`config.mk`:
```
export PLATFORM = sky130hd
export DESIGN_NAME = panel_cmd_decoder
export DESIGN_NICKNAME = d
export VERILOG_FILES = /design/src/rtl/panel_cmd_pkg.sv /design/src/rtl/panel_cmd_classify.sv /design/src/rtl/panel_col_counter.sv /design/src/rtl/panel_cmd_decoder.sv
export SDC_FILE = /design/constraint.sdc
export NUM_CORES = 1
export LEC_CHECK = 0
export BUFFER_PORTS_ARGS = -buffer_cell sky130_fd_sc_hd__buf_2
export CORE_MARGIN = 2
export CORE_UTILIZATION = 50
export CTS_BUF_LIST = sky130_fd_sc_hd__clkbuf_16
export DETAILED_ROUTE_END_ITERATION = 10
export PLACE_DENSITY = 0.75
export RECOVER_POWER = 25
export SETUP_SLACK_MARGIN = 0.4
export SLEW_MARGIN = 20
export SYNTH_ARGS = -nofsm -noshare
export SYNTH_HDL_FRONTEND = slang
export SYNTH_SLANG_ARGS = --single-unit
```
`constraint.sdc`:
```
create_clock -name clk -period 2.8 [get_ports clk]
set_clock_uncertainty 0.2 [all_clocks]
set_input_delay 0.42 -clock clk [delete_from_list [all_inputs] [get_ports clk]]
set_output_delay 0.42 -clock clk [all_outputs]
set_load 0.005 [all_outputs]
```
`src/rtl/panel_cmd_pkg.sv`:
```
package panel_cmd_pkg;

  typedef enum logic [3:0] {
    OP_NONE, OP_START, OP_COL_LO, OP_COL_HI, OP_PAGE,
    OP_REMAP, OP_SCAN, OP_ENTIRE, OP_INVERT, OP_DISPON, OP_TWO
  } op_kind_e;

  typedef enum logic [2:0] {
    ARG_NONE, ARG_CONTRAST, ARG_MUX, ARG_OFFSET, ARG_CLKDIV, ARG_AREA, ARG_PINS
  } arg_kind_e;

  typedef struct packed {
    op_kind_e  kind;
    arg_kind_e arg;
  } op_decode_t;

  // Opcode table: one-byte patterns first, then exact two-byte openers.
  function automatic op_decode_t decode_opcode(input logic [7:0] b);
    op_decode_t d;
    d.kind = OP_NONE;
    d.arg  = ARG_NONE;
    casez (b)
      8'b01??????: d.kind = OP_START;
      8'b0000????: d.kind = OP_COL_LO;
      8'b0001????: d.kind = OP_COL_HI;
      8'b1011????: d.kind = OP_PAGE;
      8'b1100????: d.kind = OP_SCAN;
      8'b1010000?: d.kind = OP_REMAP;
      8'b1010010?: d.kind = OP_ENTIRE;
      8'b1010011?: d.kind = OP_INVERT;
      8'b1010111?: d.kind = OP_DISPON;
      8'h81: begin d.kind = OP_TWO; d.arg = ARG_CONTRAST; end
      8'hA8: begin d.kind = OP_TWO; d.arg = ARG_MUX;      end
      8'hD3: begin d.kind = OP_TWO; d.arg = ARG_OFFSET;   end
      8'hD5: begin d.kind = OP_TWO; d.arg = ARG_CLKDIV;   end
      8'hD8: begin d.kind = OP_TWO; d.arg = ARG_AREA;     end
      8'hDA: begin d.kind = OP_TWO; d.arg = ARG_PINS;     end
      default: ;
    endcase
    return d;
  endfunction

endpackage

```
`src/rtl/panel_cmd_classify.sv`:
```
module panel_cmd_classify
  import panel_cmd_pkg::*;
(
  input  logic [7:0] byte_in,
  output op_decode_t dec
);
  always_comb dec = decode_opcode(byte_in);
endmodule

```
`src/rtl/panel_col_counter.sv`:
```
module panel_col_counter #(
  parameter int unsigned NUM_COLS = 132,
  parameter int unsigned COL_W    = 8
) (
  input  logic             clk,
  input  logic             rst_n,
  input  logic             set_lo,
  input  logic             set_hi,
  input  logic [3:0]       nibble,
  input  logic             step,
  output logic [COL_W-1:0] col,
  output logic             wrap
);
  localparam logic [COL_W-1:0] LAST_COL = COL_W'(NUM_COLS - 1);

  function automatic logic [COL_W-1:0] advance(input logic [COL_W-1:0] c);
    return (c >= LAST_COL) ? '0 : c + 1'b1;
  endfunction

  assign wrap = step && (col >= LAST_COL);

  always_ff @(posedge clk or negedge rst_n) begin
    if (!rst_n) begin
      col <= '0;
    end else if (step) begin
      col <= advance(col);
    end else if (set_lo) begin
      col[3:0] <= nibble;
    end else if (set_hi) begin
      col[7:4] <= nibble;
    end
  end

  assert_col_wrap_R8: assert property (@(posedge clk) disable iff (!rst_n)
    wrap |=> (col == '0));
  assert_col_step_R8: assert property (@(posedge clk) disable iff (!rst_n)
    (step && !wrap) |=> (col == $past(col) + 1'b1));
  assert_col_hold_R11: assert property (@(posedge clk) disable iff (!rst_n)
    (!step && !set_lo && !set_hi) |=> $stable(col));
endmodule

```
`src/rtl/panel_cmd_decoder.sv`:
```
module panel_cmd_decoder
  import panel_cmd_pkg::*;
#(
  parameter int unsigned NUM_COLS     = 132,
  parameter int unsigned NUM_ROWS     = 64,
  parameter int unsigned ROWS_PER_PG  = 8,
  parameter logic [7:0]  CONTRAST_RST = 8'h80
) (
  input  logic       clk,
  input  logic       rst_n,
  input  logic       byte_valid,
  input  logic       byte_is_data,
  input  logic [7:0] byte_in,
  output logic       disp_on,
  output logic [5:0] start_line,
  output logic [7:0] contrast,
  output logic       seg_remap,
  output logic       scan_reverse,
  output logic [5:0] mux_ratio,
  output logic [5:0] disp_offset,
  output logic [2:0] page_addr,
  output logic [7:0] col_addr,
  output logic       all_pixels_on,
  output logic       invert,
  output logic [7:0] clk_div,
  output logic [1:0] area_colour,
  output logic       row_pin_alt
);
  localparam int unsigned ROW_W = $clog2(NUM_ROWS);
  localparam int unsigned PG_W  = $clog2(NUM_ROWS / ROWS_PER_PG);
  localparam int unsigned COL_W = ($clog2(NUM_COLS) > 8) ? $clog2(NUM_COLS) : 8;
  localparam logic [ROW_W-1:0] MUX_RST = ROW_W'(NUM_ROWS - 1);

  // Named events for the assertions
  logic       cmd_fire, data_fire, arg_fire, op_fire, col_wrap;
  arg_kind_e  pending;
  op_decode_t dec;
  logic [COL_W-1:0] col_full;

  assign cmd_fire  = byte_valid && !byte_is_data;
  assign data_fire = byte_valid &&  byte_is_data;
  assign arg_fire  = cmd_fire && (pending != ARG_NONE);
  assign op_fire   = cmd_fire && (pending == ARG_NONE);

  panel_cmd_classify u_classify (
    .byte_in (byte_in),
    .dec     (dec)
  );

  panel_col_counter #(.NUM_COLS(NUM_COLS), .COL_W(COL_W)) u_col (
    .clk    (clk),
    .rst_n  (rst_n),
    .set_lo (op_fire && dec.kind == OP_COL_LO),
    .set_hi (op_fire && dec.kind == OP_COL_HI),
    .nibble (byte_in[3:0]),
    .step   (data_fire),
    .col    (col_full),
    .wrap   (col_wrap)
  );
  assign col_addr = col_full[7:0];

  always_ff @(posedge clk or negedge rst_n) begin
    if (!rst_n) begin
      pending       <= ARG_NONE;
      disp_on       <= 1'b0;
      start_line    <= '0;
      contrast      <= CONTRAST_RST;
      seg_remap     <= 1'b0;
      scan_reverse  <= 1'b0;
      mux_ratio     <= MUX_RST;
      disp_offset   <= '0;
      page_addr     <= '0;
      all_pixels_on <= 1'b0;
      invert        <= 1'b0;
      clk_div       <= '0;
      area_colour   <= '0;
      row_pin_alt   <= 1'b0;
    end else if (arg_fire) begin
      pending <= ARG_NONE;
      unique case (pending)
        ARG_CONTRAST: contrast    <= byte_in;
        ARG_MUX:      mux_ratio   <= byte_in[ROW_W-1:0];
        ARG_OFFSET:   disp_offset <= byte_in[ROW_W-1:0];
        ARG_CLKDIV:   clk_div     <= byte_in;
        ARG_AREA:     area_colour <= byte_in[5:4];
        ARG_PINS:     row_pin_alt <= byte_in[4];
        default: ;
      endcase
    end else if (op_fire) begin
      case (dec.kind)
        OP_START:  start_line    <= byte_in[ROW_W-1:0];
        OP_PAGE:   page_addr     <= byte_in[PG_W-1:0];
        OP_REMAP:  seg_remap     <= byte_in[0];
        OP_SCAN:   scan_reverse  <= byte_in[3];
        OP_ENTIRE: all_pixels_on <= byte_in[0];
        OP_INVERT: invert        <= byte_in[0];
        OP_DISPON: disp_on       <= byte_in[0];
        OP_TWO:    pending       <= dec.arg;
        default: ;
      endcase
    end
  end

  assert_arg_consumed_R7: assert property (@(posedge clk) disable iff (!rst_n)
    arg_fire |=> (pending == ARG_NONE));
  assert_arg_contrast_R6: assert property (@(posedge clk) disable iff (!rst_n)
    (arg_fire && pending == ARG_CONTRAST) |=> (contrast == $past(byte_in)));
  assert_data_keeps_pending_R9: assert property (@(posedge clk) disable iff (!rst_n)
    data_fire |=> (pending == $past(pending)));
  assert_data_keeps_page_R8: assert property (@(posedge clk) disable iff (!rst_n)
    data_fire |=> $stable(page_addr));
  assert_idle_stable_R11: assert property (@(posedge clk) disable iff (!rst_n)
    !byte_valid |=> ($stable(disp_on) && $stable(contrast) && $stable(pending)));
  assert_unknown_idle_R10: assert property (@(posedge clk) disable iff (!rst_n)
    (op_fire && dec.kind == OP_NONE) |=> (pending == ARG_NONE && $stable(disp_on)));
endmodule

```
Yosys cells after proc, flatten, opt, wreduce, memory -nomap -nowiden
Index checks and enable logic that the tools add are counted.
- register bits after elaboration: 56
- output and inout port bits: 53
- input bits: 12
- logic and storage cells: 90
- reductions and logical operators: 30
- order comparisons: 1
- eq/ne operators: 31
- bitwise operators: 1
- add/subtract/negate cells: 1
- muxes and demuxes: 10
- operators by type and width (operator ; count):
    8-bit == test, second input constant ; 6
    4-bit one-hot mux with 10 select lines ; 1
    7-bit == test, second input constant ; 4
    3-bit AND reduction ; 7
    4-bit == test, second input constant ; 5
    3-bit one-hot mux with 6 select lines ; 1
    4-bit by 3-bit == test with 1-bit output, second input constant ; 4
    8-bit 2-to-1 mux ; 2
    2-bit AND reduction ; 8
    4-bit 2-to-1 mux ; 3
    3-bit == test, second input constant ; 3
    3-bit 2-to-1 mux ; 3
    8-bit by 1-bit adder with 8-bit output, second input constant ; 1
    4-bit by 1-bit == test with 1-bit output, second input constant ; 2
    4-bit by 2-bit == test with 1-bit output, second input constant ; 2
    8-bit >= comparator, second input constant ; 1
    2-bit nonzero test ; 4
    3-bit by 2-bit == test with 1-bit output, second input constant ; 2
    1-bit logical AND ; 6
    6-bit OR reduction ; 1
    4-bit zero test ; 1
    3-bit by 1-bit == test with 1-bit output, second input constant ; 1
    3-bit zero test ; 1
    3-bit nonzero test ; 1
    other kinds (4) ; 4

Longest topological paths before layout
- word-level depth: 8
- mapped depth: 7
- depth with buffers taken out: 6

Modules after synthesis
From an unflattened synthesis, not the netlist that was laid out.
- cell total of the unflattened synthesis: 231
- area, all modules: 2869.0 sq um
- modules (own cells, without submodules) (module ; sequential area each (sq um) ; area an instance (sq um) ; times used ; cells each):
    panel_cmd_decoder ; 1209.9 ; 2040.7 ; 1 ; 132
    panel_col_counter ; 200.2 ; 568.0 ; 1 ; 60
    panel_cmd_classify ; 0.0 ; 260.2 ; 1 ; 39

Least setup slack after synthesis
OpenSTA, ideal clock, no wires.
- path type: input -> register
- start point: input port byte_in[7]
- end point: register start_line[0]
- arrival time: 1.900 ns
- stages: 6
- data required time: 2.475 ns
- buffers on the path: 1
- path slack: 0.575 ns
- setup time: 0.125 ns
- cell sequence: buf_2 -> and4bb_4 -> a211oi_4 -> nand3_1 -> nor3_4 -> mux2_2
- word-level cells in the longest chain between the ends: 5
- elaborated cells between the ends (all ways): 19
- those cells by class: eq/ne: 15; mux: 1; reduce/logical: 3
- ends and longest elaborated chain (item ; RTL line ; text):
    start: declaration ; panel_cmd_decoder.sv:13 ; input logic [7:0] byte_in,
    8-bit == test ; panel_cmd_pkg.sv:22 ; casez (b)
    6-bit OR reduction (no source line) ; - ;
    4-bit one-hot mux with 10 select lines * ; panel_cmd_pkg.sv:22 ;
    4-bit by 1-bit == test with 1-bit output * ; panel_cmd_decoder.sv:90 ; case (dec.kind)
    3-bit AND reduction (no source line) * ; - ;
    end signal: assignment ; panel_cmd_decoder.sv:91 ; OP_START: start_line <= byte_in[ROW_W-1:0];
    end: declaration ; panel_cmd_decoder.sv:15 ; output logic [5:0] start_line,
Mark *: on every way between the ends. The rest lies on a longest branch, timed or not.
A chain may end at the register's enable or synchronous reset.

Worst setup path in the final report
- start point: input port byte_in[5]
- end point: register start_line[5]
- word-level cells in the longest chain between the ends: 5
- elaborated cells between the ends (all ways): 18
- those cells by class: eq/ne: 14; mux: 1; reduce/logical: 3
- ends and longest elaborated chain (item ; RTL line):
    8-bit == test ; panel_cmd_pkg.sv:22
    6-bit OR reduction (no source line) ; -
    4-bit one-hot mux with 10 select lines ; panel_cmd_pkg.sv:22
    4-bit by 1-bit == test with 1-bit output ; panel_cmd_decoder.sv:90
    3-bit AND reduction (no source line) ; -
Several ways; a longest one is shown, not always the timed one.

==> metrics.cfg <==
[worst_setup_path]
reg2reg_slack_ns=0.61
crit_family=simple AND/OR/NAND/NOR gates
crit_arrival_ns=2.21
crit_path_top_delay_cell=mux2_2
worst-setup-path-type=primary input to register
slowest_delay_ns=0.38
crit_path_start_kind=primary input
end_kind=register
cp.buffers_inverters=1
critPathLaunch=byte_in[5]
path_max_fanout=14
crit_chain=buf_2 -> and4bb_4 -> a41oi_1 -> nand3_1 -> nor3_4 -> mux2_2
r2r_start=pending[0]
cp.required_ns=2.77

[worst_hold_path]
hp-start=page_addr[1]
worstHoldPathType=register to register

[power]
ir_worst_vdd_mv=0.440
powerDensity_nw_per_um2=610
leakage_nw=1.59

[floorplanning]
die_width_um=78.6
core.rowCount=27
start_util_pct=51.2
dieArea_um2=6180
die_h_um=78.6
ios=65
core_area_um2=5440

[placement]
placedCellCount=366
portBuffers=64
hpwlAfterDp_um=4130
gp_congestion=0.773

[finish]
syn2layout_area_growth_pct=18.8
fin_cells=374
fin_nets=314
nFillCells=450
diodes=0
drive_above_1_share_pct=42.1

[timing]
finalSetupViolCount=0
clock.fmax_mhz=446
period_minus_slack_ns=2.24
drv_slew=0
holdWs_ns=0.284
max_slew_margin_pct=11.9
rsz0062_at_grt=false
finalSetupTns_ns=0
worst_pin_slew_ns=1.32
period_share_pct=80.1
finalHoldViolCount=0

[routing]
wirelength_um=5940
viasPerCell=5.73
drc_errors=0
ant_nets=0
num_vias=2142
firstDrtPassIters=4
wl_per_cell_um=15.9
drtIter0Drc=76

[cts]
clockRootBuffer=clkbuf_16
clk_latency_ns=0.29
clkTransAtPathRegs_ns=0.06
clkSinkCount=56
clk_path_buf_depth=2
cts_setup_buffers=0
cts_tree=built
cts_resized=0
cts_made_buffers=5
ctsHoldBuffers=0
htree_levels=2

[global_routing]
grt_max_degree=57
grt_pass1_vias=2087
antenna_found_initial=0
gr-total-overflow=0
grtUsageTotal_pct=20.2
grt_first_pass_wirelength_um=9960

[synthesis]
ys_top_cells_by_area=dfrtp_1 (44%), mux2_2 (14%), dfstp_2 (6.6%)
syn-cell-area_um2=2790
syn_nets=249
yosys.area.top_type=dfrtp_1
synth_edf_count=0
synthCells=236
netlist.area_leader.share_pct=44.0
yosys_register_bits=56
synth_flop_cell=dfrtp_1
synthArstFlopShare_pct=100
synth_area_per_cell_um2=11.8
yosysSeqAreaShare_pct=50.6
ys_warn_count=0
synth_cell_types=56

[outcome]
status=completed

[flow_run]
drv_cap=0

-- worst paths after layout --
check | cells past startpoint | to
setup / recovery | 6 | start_line[5]
hold / removal | 1 | page_addr[1]
setup reg to reg | 5 | u_col.col[7]
hold reg to reg | 1 | page_addr[1]
max in group asynchronous | 2 | u_col.col[4]
min in group asynchronous | 2 | disp_offset[0]
-- layout make-up --
cell class	count	area (µm²)	share of cell area, %
Clock inverter	3	16.3	0.491
Tap cell	72	90.1	2.72
Multi-Input combinational cell	168	1320	39.8
Clock buffer	5	125	3.78
Timing Repair Buffer	67	340	10.3
Inverter	3	11.3	0.340
Sequential cell	56	1410	42.6
-- per-stage QoR --
stage / worst slack (ns) / cell area (µm²) / util [%] / total power [mW]
floorplan: 0.575 / 2790 / - / 1.26
global placement: 0.263 / 3170 / 58.3 / 1.43
detailed placement: 0.254 / 3170 / 58.3 / 1.44
CTS: 0.543 / 3310 / 60.9 / 2.04
global route: 0.427 / 3310 / 60.8 / 2.15
finish: 0.558 / 3310 / 60.8 / 2.02
-- flip-flops by register name, summed over array words and instances, names as in the netlist --
| signal | count |
|---|---|
| clk_div | 8 |
| contrast | 8 |
| u_col.col | 8 |
| disp_offset | 6 |
| mux_ratio | 6 |
| start_line | 6 |
| page_addr | 3 |
| pending | 3 |
| area_colour | 2 |
| all_pixels_on | 1 |
| disp_on | 1 |
| invert | 1 |
| row_pin_alt | 1 |
| scan_reverse | 1 |
| seg_remap | 1 |
-- synthesized netlist by cell type, types with 2 or more instances --
master     n
a31oi_1    2
nand4b_1   2
or3_1      2
nor4bb_1   3
nor2_1     7
nor2b_1    2
a211oi_1   2
nand3b_1   2
dfstp_2    7
and4bb_4   2
clkbuf_1   5
nand2_1   25
a21oi_1    8
inv_1      3
nor3_1     5
xnor2_1    4
nand3_1    9
nor3b_1    3
and3_1     2
o21ai_0    9
nand4_1    5
o211ai_1   2
dfrtp_1   49
and2_1     3
nor4_1     2
nand2b_1   2
mux2_1     5
mux2_2    35
buf_2      2
-- metal layers --
layer | vias up | share of wire (%) | global-route usage (%)
met5 | - | 0 | 0
met4 | 0 | 0.66 | 4.21
met3 | 4 | 6.4 | 4.60
met2 | 62 | 48 | 32.1
met1 | 1064 | 45 | 28.5
li1 | 1012 | - | -
-- placed cells by master, fill, tap and decap left out, types with 2 or more instances in the layout --
cell type,Yosys,final
dfstp_2,7,7
a21oi_1,8,8
or3_1,2,2
and2_1,3,3
o21ai_0,9,9
mux2_2,35,35
inv_1,3,4
nor4bb_1,3,3
buf_2,2,64
nor4_1,2,2
nor2b_1,2,2
a211oi_1,2,2
nand4b_1,2,2
mux2_1,5,5
dfrtp_1,49,49
nand2b_1,2,2
o211ai_1,2,2
nor3_1,5,5
nor2_1,7,7
nor3b_1,3,3
nand2_1,25,25
clkbuf_16,0,5
xnor2_1,4,4
buf_4,1,2
and4bb_4,2,2
a31oi_1,2,2
nand3_1,9,9
nand4_1,5,5
nand3b_1,2,2
and3_1,2,2
-- where the power goes --
part / internal, mW / switching [mW]
Sequential: 0.907 / 0.106
Clock: 0.327 / 0.267
Combinational: 0.209 / 0.201
-- cells by family (layout without fill, tap and decap cells) --
family	after synthesis	after routing	share of synthesized area (%)
mux	41	41	16.5
fa+ha+maj	1	1	0.449
compound gates	39	39	10.7
simple gates	83	83	18.3
buf+inv	12	78	2.11
xor+xnor	4	4	1.26
flops	56	56	50.6
Note: power is estimated with default switching activity, not from simulation.
